[src/rtl/twi_poll_pkg.sv]
package twi_poll_pkg;
  localparam logic [3:0] DEV_TYPE = 4'b1010;

  typedef enum logic [3:0] {
    ST_IDLE,
    ST_DEV,
    ST_ACK_DEV,
    ST_ADDR,
    ST_ACK_ADDR,
    ST_DATA,
    ST_ACK_DATA,
    ST_DONE,
    ST_SKIP
  } eng_state_e;
endpackage

[src/rtl/twi_line_sync.sv]
module twi_line_sync #(
  parameter int SYNC_STAGES = 2
) (
  input  logic clk_i,
  input  logic rst_ni,
  input  logic scl_i,
  input  logic sda_i,
  output logic scl_o,
  output logic sda_o,
  output logic scl_rise_o,
  output logic scl_fall_o,
  output logic start_o,
  output logic stop_o
);
  logic [SYNC_STAGES-1:0] scl_sh, sda_sh;
  logic scl_d, sda_d;

  always_ff @(posedge clk_i or negedge rst_ni) begin
    if (!rst_ni) begin
      scl_sh <= '1;
      sda_sh <= '1;
      scl_d  <= 1'b1;
      sda_d  <= 1'b1;
    end else begin
      scl_sh[0] <= scl_i;
      sda_sh[0] <= sda_i;
      for (int i = 1; i < SYNC_STAGES; i++) begin
        scl_sh[i] <= scl_sh[i-1];
        sda_sh[i] <= sda_sh[i-1];
      end
      scl_d <= scl_sh[SYNC_STAGES-1];
      sda_d <= sda_sh[SYNC_STAGES-1];
    end
  end

  assign scl_o      = scl_sh[SYNC_STAGES-1];
  assign sda_o      = sda_sh[SYNC_STAGES-1];
  assign scl_rise_o = scl_o & ~scl_d;
  assign scl_fall_o = ~scl_o & scl_d;
  // data edges while clock stays high
  assign start_o    = scl_o & scl_d & sda_d & ~sda_o;
  assign stop_o     = scl_o & scl_d & ~sda_d & sda_o;

  p_start_stop_excl_r10: assert property (@(posedge clk_i) disable iff (!rst_ni)
    !(start_o && stop_o));
endmodule

[src/rtl/twi_byte_engine.sv]
module twi_byte_engine
  import twi_poll_pkg::*;
(
  input  logic       clk_i,
  input  logic       rst_ni,
  input  logic       scl_i,
  input  logic       sda_i,
  input  logic       scl_rise_i,
  input  logic       scl_fall_i,
  input  logic       start_i,
  input  logic       stop_i,
  input  logic [2:0] dev_pins_i,
  input  logic       busy_i,
  output logic       ack_drive_o,
  output logic       wr_o,
  output logic [7:0] wr_addr_o,
  output logic [7:0] wr_data_o
);
  eng_state_e state_q;
  logic [7:0] sh_q, addr_q, data_q;
  logic [3:0] cnt_q;
  logic       ack_q, rw_q;
  logic       id_ok;

  assign id_ok = (sh_q[7:4] == DEV_TYPE) && (sh_q[3:1] == dev_pins_i) && !busy_i;

  always_ff @(posedge clk_i or negedge rst_ni) begin
    if (!rst_ni) begin
      state_q <= ST_IDLE;
      sh_q    <= '0;
      addr_q  <= '0;
      data_q  <= '0;
      cnt_q   <= '0;
      ack_q   <= 1'b0;
      rw_q    <= 1'b0;
    end else if (start_i) begin
      state_q <= ST_DEV;
      cnt_q   <= '0;
      ack_q   <= 1'b0;
    end else if (stop_i) begin
      state_q <= ST_IDLE;
      ack_q   <= 1'b0;
    end else begin
      unique case (state_q)
        ST_DEV, ST_ADDR, ST_DATA: begin
          if (scl_rise_i && cnt_q < 4'd8) begin
            sh_q  <= {sh_q[6:0], sda_i};
            cnt_q <= cnt_q + 4'd1;
          end else if (scl_fall_i && cnt_q == 4'd8) begin
            if (state_q == ST_DEV) begin
              if (id_ok) begin
                ack_q   <= 1'b1;
                rw_q    <= sh_q[0];
                state_q <= ST_ACK_DEV;
              end else begin
                state_q <= ST_SKIP;
              end
            end else if (state_q == ST_ADDR) begin
              addr_q  <= sh_q;
              ack_q   <= 1'b1;
              state_q <= ST_ACK_ADDR;
            end else begin
              data_q  <= sh_q;
              ack_q   <= 1'b1;
              state_q <= ST_ACK_DATA;
            end
          end
        end
        ST_ACK_DEV, ST_ACK_ADDR, ST_ACK_DATA: begin
          if (scl_fall_i) begin
            ack_q <= 1'b0;
            cnt_q <= '0;
            case (state_q)
              ST_ACK_DEV:  state_q <= rw_q ? ST_SKIP : ST_ADDR;
              ST_ACK_ADDR: state_q <= ST_DATA;
              default:     state_q <= ST_DONE;
            endcase
          end
        end
        default: ;
      endcase
    end
  end

  assign ack_drive_o = ack_q;
  assign wr_o        = stop_i && (state_q == ST_DONE);
  assign wr_addr_o   = addr_q;
  assign wr_data_o   = data_q;

  // acknowledge only begins while the clock is low
  p_ack_scl_low_r2: assert property (@(posedge clk_i) disable iff (!rst_ni)
    $rose(ack_q) |-> !scl_i);
  // no address acknowledge when the busy cycle was running at decision time
  p_no_ack_busy_r8: assert property (@(posedge clk_i) disable iff (!rst_ni)
    ($rose(ack_q) && state_q == ST_ACK_DEV) |-> !$past(busy_i));
  p_no_commit_busy_r8: assert property (@(posedge clk_i) disable iff (!rst_ni)
    wr_o |-> !busy_i);
  p_commit_idle_r3: assert property (@(posedge clk_i) disable iff (!rst_ni)
    wr_o |=> (state_q == ST_IDLE) && !ack_q);
endmodule

[src/rtl/twi_store.sv]
module twi_store #(
  parameter logic [8:0] BASE_LOC  = 9'h080,
  parameter logic [8:0] REMAP_LOC = 9'h100,
  parameter logic [8:0] WEL_LOC   = 9'h08F,
  parameter int         LOC_COUNT = 144,
  parameter int         VOL_COUNT = 16
) (
  input  logic       clk_i,
  input  logic       rst_ni,
  input  logic       wr_en_i,
  input  logic [7:0] wr_addr_i,
  input  logic [7:0] wr_data_i,
  input  logic [8:0] peek_loc_i,
  output logic [7:0] peek_data_o,
  output logic       nv_start_o
);
  localparam int IDX_W = $clog2(LOC_COUNT);
  localparam logic [8:0] WEL_OFF = WEL_LOC - BASE_LOC;
  localparam logic [8:0] FF_OFF  = 9'h0FF - BASE_LOC;
  localparam logic [8:0] LOC_CNT9 = 9'(LOC_COUNT);
  localparam logic [8:0] VOL_CNT9 = 9'(VOL_COUNT);

  logic [7:0] mem_q [LOC_COUNT];
  logic [8:0] loc, off, poff;
  logic       in_range, wel, is_wel, write_ok;

  assign loc      = (wr_addr_i == 8'hFF) ? REMAP_LOC : {1'b0, wr_addr_i};
  assign off      = loc - BASE_LOC;
  assign in_range = (loc >= BASE_LOC) && (off < LOC_CNT9);
  assign wel      = mem_q[WEL_OFF[IDX_W-1:0]][0];
  assign is_wel   = (off == WEL_OFF);
  assign write_ok = wr_en_i && in_range && (is_wel || wel);
  assign nv_start_o = write_ok && (off >= VOL_CNT9);

  always_ff @(posedge clk_i or negedge rst_ni) begin
    if (!rst_ni) begin
      for (int i = 0; i < LOC_COUNT; i++) mem_q[i] <= '0;
    end else if (write_ok) begin
      mem_q[off[IDX_W-1:0]] <= wr_data_i;
    end
  end

  assign poff = peek_loc_i - BASE_LOC;
  assign peek_data_o = (peek_loc_i >= BASE_LOC && poff < LOC_CNT9) ?
                       mem_q[poff[IDX_W-1:0]] : 8'h00;

  p_nv_needs_wel_r4: assert property (@(posedge clk_i) disable iff (!rst_ni)
    nv_start_o |-> wel);
  p_ff_loc_hold_r6: assert property (@(posedge clk_i) disable iff (!rst_ni)
    $stable(mem_q[FF_OFF[IDX_W-1:0]]));
endmodule

[src/rtl/twi_wr_timer.sv]
module twi_wr_timer #(
  parameter int CYCLES = 1_250_000
) (
  input  logic clk_i,
  input  logic rst_ni,
  input  logic start_i,
  output logic busy_o
);
  localparam int CW = $clog2(CYCLES + 1);
  logic [CW-1:0] cnt_q;

  always_ff @(posedge clk_i or negedge rst_ni) begin
    if (!rst_ni)              cnt_q <= '0;
    else if (start_i)         cnt_q <= CW'(CYCLES);
    else if (cnt_q != '0)     cnt_q <= cnt_q - CW'(1);
  end

  assign busy_o = (cnt_q != '0);

  p_busy_from_write_r7: assert property (@(posedge clk_i) disable iff (!rst_ni)
    $rose(busy_o) |-> $past(start_i));
  p_busy_full_len_r7: assert property (@(posedge clk_i) disable iff (!rst_ni)
    $fell(busy_o) |-> $past(cnt_q) == CW'(1));
endmodule

[src/rtl/twi_poll_slave.sv]
module twi_poll_slave #(
  parameter int         WR_CYCLES   = 1_250_000,
  parameter int         SYNC_STAGES = 2,
  parameter logic [8:0] BASE_LOC    = 9'h080,
  parameter logic [8:0] REMAP_LOC   = 9'h100,
  parameter logic [8:0] WEL_LOC     = 9'h08F,
  parameter int         LOC_COUNT   = 144,
  parameter int         VOL_COUNT   = 16
) (
  input  logic       clk_i,
  input  logic       rst_ni,
  input  logic       scl_i,
  input  logic       sda_i,
  input  logic [2:0] dev_pins_i,
  output logic       sda_pull_o,
  output logic       busy_o,
  input  logic [8:0] peek_loc_i,
  output logic [7:0] peek_data_o
);
  logic scl_s, sda_s, scl_rise, scl_fall, start_c, stop_c;
  logic wr, nv_start;
  logic [7:0] wr_addr, wr_data;

  twi_line_sync #(.SYNC_STAGES(SYNC_STAGES)) u_sync (
    .clk_i, .rst_ni, .scl_i, .sda_i,
    .scl_o(scl_s), .sda_o(sda_s),
    .scl_rise_o(scl_rise), .scl_fall_o(scl_fall),
    .start_o(start_c), .stop_o(stop_c)
  );

  twi_byte_engine u_eng (
    .clk_i, .rst_ni,
    .scl_i(scl_s), .sda_i(sda_s),
    .scl_rise_i(scl_rise), .scl_fall_i(scl_fall),
    .start_i(start_c), .stop_i(stop_c),
    .dev_pins_i, .busy_i(busy_o),
    .ack_drive_o(sda_pull_o),
    .wr_o(wr), .wr_addr_o(wr_addr), .wr_data_o(wr_data)
  );

  twi_store #(
    .BASE_LOC(BASE_LOC), .REMAP_LOC(REMAP_LOC), .WEL_LOC(WEL_LOC),
    .LOC_COUNT(LOC_COUNT), .VOL_COUNT(VOL_COUNT)
  ) u_store (
    .clk_i, .rst_ni,
    .wr_en_i(wr), .wr_addr_i(wr_addr), .wr_data_i(wr_data),
    .peek_loc_i, .peek_data_o, .nv_start_o(nv_start)
  );

  twi_wr_timer #(.CYCLES(WR_CYCLES)) u_timer (
    .clk_i, .rst_ni, .start_i(nv_start), .busy_o
  );

  p_quiet_while_busy_r8: assert property (@(posedge clk_i) disable iff (!rst_ni)
    (busy_o && $past(busy_o) && !$past(sda_pull_o)) |-> !sda_pull_o);
endmodule

[config.mk]
export PLATFORM = sky130hd
export DESIGN_NAME = twi_poll_slave
export DESIGN_NICKNAME = d
export VERILOG_FILES = /design/src/rtl/twi_poll_pkg.sv /design/src/rtl/twi_line_sync.sv /design/src/rtl/twi_byte_engine.sv /design/src/rtl/twi_store.sv /design/src/rtl/twi_wr_timer.sv /design/src/rtl/twi_poll_slave.sv
export SDC_FILE = /design/constraint.sdc
export NUM_CORES = 2
export LEC_CHECK = 0
export BUFFER_PORTS_ARGS = -buffer_cell sky130_fd_sc_hd__buf_4
export CAP_MARGIN = 30
export CORE_ASPECT_RATIO = 1.4
export CORE_MARGIN = 8
export CORE_UTILIZATION = 60
export CTS_BUF_LIST = sky130_fd_sc_hd__clkbuf_4 sky130_fd_sc_hd__clkbuf_8
export DETAILED_ROUTE_END_ITERATION = 16
export PLACE_DENSITY = 0.8
export SLEW_MARGIN = 10
export SYNTH_ARGS = -nofsm -noshare
export SYNTH_HDL_FRONTEND = slang
export SYNTH_SLANG_ARGS = --single-unit
export TNS_END_PERCENT = 100
[constraint.sdc]
create_clock -name clk_i -period 4.6 [get_ports clk_i]
set_clock_uncertainty 0.05 [all_clocks]
set_input_delay 0 -clock clk_i [delete_from_list [all_inputs] [get_ports clk_i]]
set_output_delay 0 -clock clk_i [all_outputs]
set_load 0.03 [all_outputs]
; Yosys cells after proc, flatten, opt, wreduce, memory -nomap -nowiden
; Cells that the tools add are included.
[classes]
add_sub_neg = 4
magnitude_cmp = 9
n_eq_ne = 19
n_mux = 34
n_bitwise = 18
reduce_logical = 26
[op_table]
columns = op, n
row1 = $bwmux W1152, 1
row2 = $bmux W8 S8, 1
row3 = $demux W8 S8, 1
row4 = $mux W4, 12
row5 = $mux W21, 2
row6 = $mux W8, 4
row7 = $pmux W4 S2, 3
row8 = $reduce_and A7 Y1, 3
row9 = $reduce_bool A21 Y1, 1
row10 = $sub A21 B1 Y21 const B, 1
row11 = $ge A9 B8 Y1 const B, 2
row12 = $ge A9 B9 Y1 const B, 2
row13 = $lt A9 B8 Y1 const B, 2
row14 = $not A8 Y9, 2
row15 = $sub A9 B8 Y9 const B, 2
row16 = $eq A4 B3 Y1 const B, 4
row17 = $reduce_and A4 Y1, 3
row18 = $logic_and A1 B1 Y1, 11
row19 = $eq A9 B4 Y1 const B, 1
row20 = $ge A9 B5 Y1 const B, 1
row21 = $lt A9 B1 Y1 const B, 1
row22 = $mux W9, 1
row23 = $not A1 Y1, 9
row24 = $eq A4 B2 Y1 const B, 2
row25 = other kinds (22), 38
[totals]
ff_bits = 1213
inputBits = 16
out_inout_bits = 10
elab_cells = 266

; Depth between registers and ports, before layout
[depth]
depth_word = 10
depth_mapped = 12
depth_no_buf = 8

; Modules after synthesis
; A second synthesis with hierarchy kept.
[hier_totals]
hier_cells = 3716
hier_area_um2 = 54989.0
[by_module_without_submodules]
columns = module, n_inst, cells_per_inst, area_each_um2, seq_area_each_um2
row1 = twi_store, 1, 3464, 52058.7, 28827.6
row2 = twi_byte_engine, 1, 127, 1604.0, 850.8
row3 = twi_wr_timer, 1, 115, 1136.1, 525.5
row4 = twi_line_sync, 1, 10, 190.2, 157.7

; Worst setup path after synthesis
; OpenSTA, ideal clock, no wires.
[synth_timing]
path_type = register to register
start = register u_timer.cnt_q[5]
end = register u_eng.rw_q
setup_ns = 0.128
arrival_time_ns = 3.170
t_required_ns = 4.422
path_slack_ns = 1.252
path_stages_with_launch = 9
path_buffers = 2
period_less_slack_ns = 3.348
path_cell_list = dfrtp_1 or4_1 buf_2 or4_4 or4_1 buf_2 or4_4 nor4_2 mux2_1
[synth_via]
elab_chain_len = 4
[synth_rtl]
columns = item, line
row1 = start: declaration, twi_wr_timer.sv:10  ; logic [CW-1:0] cnt_q;
row2 = start signal: assignment, twi_wr_timer.sv:14  ; else if (start_i) cnt_q <= CW'(CYCLES);
row3 = start signal: assignment, twi_wr_timer.sv:15  ; else if (cnt_q != '0) cnt_q <= cnt_q - CW'(1);
row4 = $reduce_bool A21 Y1, twi_wr_timer.sv:18  ; assign busy_o = (cnt_q != '0);
row5 = via busy_o, twi_poll_slave.sv:16  ; output logic busy_o,
row6 = $logic_not A1 Y1, twi_byte_engine.sv:25  ; assign id_ok = (sh_q[7:4] == DEV_TYPE) && (sh_q[3:1] == dev_pins_i) && !busy_i;
row7 = $logic_and A1 B1 Y1, twi_byte_engine.sv:25
row8 = $reduce_and A7 Y1 (no source line), n/a
row9 = end signal: assignment, twi_byte_engine.sv:53  ; rw_q <= sh_q[0];
row10 = end: declaration, twi_byte_engine.sv:22  ; logic ack_q, rw_q;
; The timed path passes the listed nets, and every way through them passes these cells.
; A chain may end at the register's enable or synchronous reset.

; Final worst setup path
[layout_timing]
start = register u_timer.cnt_q[5]
end = register u_eng.rw_q
[layout_via]
elab_chain_len = 4
[layout_rtl]
columns = item, line
row1 = $reduce_bool A21 Y1, twi_wr_timer.sv:18
row2 = $logic_not A1 Y1, twi_byte_engine.sv:25
row3 = $logic_and A1 B1 Y1, twi_byte_engine.sv:25
row4 = $reduce_and A7 Y1 (no source line), n/a
; Every way passes these cells.

==> summary.md <==
| Metric | Value |
|---|---|
| Critical path peak fanout | 10 |
| Core area | between 0.09 and 0.1 mm^2 |
| Share of cells above drive strength 1 | 0.473 |
| MaxCap Viol Count | 0 |
| Sw Pwr | ~4900 uW |
| Die Width | 271 um |
| Number of DRC markers in iteration 0 | between 2000 and 3000 |
| CTS sink count | 1213 |
| Die area | 0.101 mm^2 |
| Outcome | finished clean |
| Dpl cell area | 0.0561 mm^2 |
| Combinational share of power | 0.044 |
| Via Count | 32500 |
| Reg power frac | 0.511 |
| Final wirelength | ~140 mm |
| Row count | 131 |
| Crit Path Class | flop to flop |
| Via/cell ratio | 6.48 |
| Largest net degree at the start of global routing | 157 |
| Top FF cell, synth | dfrtp_1 |
| Syn Inst Count | 3739 |
| Final setup viols | 0 |
| Type of the worst min-delay path | input port to flop |
| Post-cts resize count | 0 |
| Place WS | slightly below 800 ps |
| Final ANT Viol Nets | 0 |
| Fin area | between 0.06 and 0.07 mm^2 |
| Sequential fraction of the synthesis area | 0.555 |
| Final Max Slew Viols | 0 |
| Sw frac | 0.232 |
| Initial core utilization | 0.603 |
| Fmax | 240 MHz |
| Ratio of final minimum period to clock period | 0.905 |
| Internal power | 16300 uW |
| Yosys reg bits | 1213 |
| Yosys Warn Count | 0 |
| GP Congestion | 0.910 |
| Post-Syn Area | roughly 0.055 mm^2 |
| Die height | between 300 and 400 um |
| RSZ-0062 raised after global routing | no |
| Slew headroom | 0.263 |
| CP Data Required Time | between 5000 and 6000 ps |
| Most area-consuming cells after synthesis | dfrtp_1, mux2_2, mux4_2 |
| Placed cells | 4683 |
| IO Port Bufs | 25 |
| Min cycle time layout | 4160 ps |
| GRT overflow | 0 |
| Finished Layout Cells | 5021 |
| EDFF count, synth | 0 |
| DP HPWL | 90.9 mm |
| Num CTS Buffers | 179 |
| Number of global-route vias before repair | between 30000 and 40000 |
| Crit end category | flop |
| CTS H-tree lvls | 4 |
| Fin util | 0.663 |
| Critical Path Source Type | flop |
| Clock tree from TritonCTS | done |
| DRC Markers | 0 |
| Clk root buf | clkbuf_8 |
| Slew at the pin closest to its max-slew limit | 1100 ps |
| Syn Nets | 3761 |
| Worst-Skew Late Latency | 880 ps |
| Pwr dens | 352 mW/mm^2 |
| DRT Pass-1 Iters | 5 |
| Max clock buf depth | 3 |
| IO Count | 26 |
| Unique cell type count in the Yosys netlist | 61 |
| Pleak | between 0.02 and 0.03 uW |
| Leading area contributor after synthesis | dfrtp_1 |
| Fin worst setup slack | approximately 440 ps |
| Fraction of registers with async set or reset after synthesis | 1.00 |
| Syn Area/Cell | 14.6 um^2 |
| Clock transition at path regs | 60 ps |
| First-pass GRT wire length | 215 mm |
| Post-CTS setup repair buffer count | 0 |
| Most frequent cell after synthesis | dfrtp_1 |
| Area share of the largest cell type after synthesis | 0.552 |
| Initial antenna violation count | 5 |
| VDD IR max | 0.439 mV |
| Clock power frac | 0.445 |
| Area Overhead vs Synth | 9.94% |
| GRT Overall Usage | 0.277 |
| Drt wl/cell | roughly 28 um |
| Commonest cells in the netlist | dfrtp_1, mux2_2, clkbuf_1 |
| Setup TNS | 0 ps |
| Hold Fails Final Rpt | 0 |
| Critical path arrival | 4850 ps |
| Layout Nets | 3705 |
| Filler cells | 6245 |
through the flow:
stage	hold slack, ps	power [uW]
6_report	212	21200
3_5_place_dp	57.3	11900
3_3_place_gp	63.4	11900
5_1_grt	197	21900
2_1_floorplan	-346	11400
4_1_cts	128	21300
state kept, by name (all words and copies together), names as in the netlist:
register	count
u_eng.ack_drive_o	1
u_eng.cnt_q	4
u_eng.rw_q	1
u_eng.sh_q	8
u_eng.state_q	4
u_eng.wr_addr_o	8
u_eng.wr_data_o	8
u_store.mem_q	1152
u_sync.scl_d	1
u_sync.scl_sh	2
u_sync.sda_d	1
u_sync.sda_sh	2
u_timer.cnt_q	21
final timing paths:
path	from	end	slack, ps	cells after the start
setup / recovery	u_timer.cnt_q[5]$_DFFE_PN0P_	u_eng.rw_q$_DFFE_PN0P_	440	7
hold / removal	dev_pins_i[2]	u_eng.ack_drive_o$_DFFE_PN0P_	210	5
setup reg to reg	u_timer.cnt_q[5]$_DFFE_PN0P_	u_eng.rw_q$_DFFE_PN0P_	440	7
hold reg to reg	u_store.mem_q[75]$_DFFE_PN0P_	u_store.mem_q[75]$_DFFE_PN0P_	320	0
max in group asynchronous	rst_ni	u_store.mem_q[127]$_DFFE_PN0P_	3260	4
min in group asynchronous	rst_ni	u_store.mem_q[724]$_DFFE_PN0P_	420	4
what timing repair did:
| action | CTS | global route |
|---|---|---|
| hold buffers | 9 | 0 |
| endpoints found under the setup margin | 0 | 0 |
| hold endpoints to repair | 1187 | 0 |
kinds of logic after synthesis:
group,count (synthesis),synth area share
muxes,1470,0.350
buffers and inverters,395,0.0277
and+or+nand+nor,429,0.0388
AOI/OAI and AO/OA,209,0.0250
DFF,1213,0.555
xor gates and xnor gates,17,0.00272
adders and majority gates,6,0.00137
placed cells by master (no fill, tap or decap), drive strengths merged, types with 11 or more instances in the layout:
master	count
nand3	34
mux4	248
nand2b	19
clkbuf	282
clkinv	23
nor4	15
mux2	1052
nor3	24
mux2i	170
nand4	12
inv	20
a22oi	51
a21oi	46
dfrtp	1207
nor2	108
xnor2	11
o211ai	15
a211oi	11
buf	133
nand2	143
nor2b	25
a31oi	20
o21ai	34
per-layer routing:
metal  up-vias  track usage  routed length (um)
li1      13600            -                   -
met1     17300        0.353               53700
met2      1275        0.439               67300
met3       432       0.0647                9980
met4         4        0.154                8540
met5         -            0                  30
cell type report:
| class | instances | area, um^2 | share of cell area |
|---|---|---|---|
| Sequential cell | 1213 | 30400 | 0.505 |
| Inverter | 16 | 60.1 | 0.000998 |
| Multi-Input combinational cell | 2131 | 22900 | 0.380 |
| Timing Repair Buffer | 142 | 1400 | 0.0233 |
| Antenna cell | 3 | 7.51 | 0.000125 |
| Clock inverter | 38 | 384 | 0.00638 |
| Clock buffer | 281 | 3540 | 0.0589 |
| Tap cell | 1197 | 1500 | 0.0249 |
power by group through the flow:
| stage | sequential [uW] | combinational (uW) | clock [uW] |
|---|---|---|---|
| floorplan | 11000 | 472 | 0 |
| global placement | 11000 | 905 | 0 |
| detailed placement | 11000 | 917 | 0 |
| CTS | 10800 | 930 | 9590 |
| global route | 10800 | 999 | 10000 |
| finish | 10800 | 925 | 9430 |
critical path: stages (launching register included):
cell	delay (ps)
dfrtp_1	390
or4_1	640
or4_4	480
or4_1	700
or4_4	600
dlygate4sd3_1	640
nor4_2	190
mux2_1	350
Power figures use the tool's default switching activity.
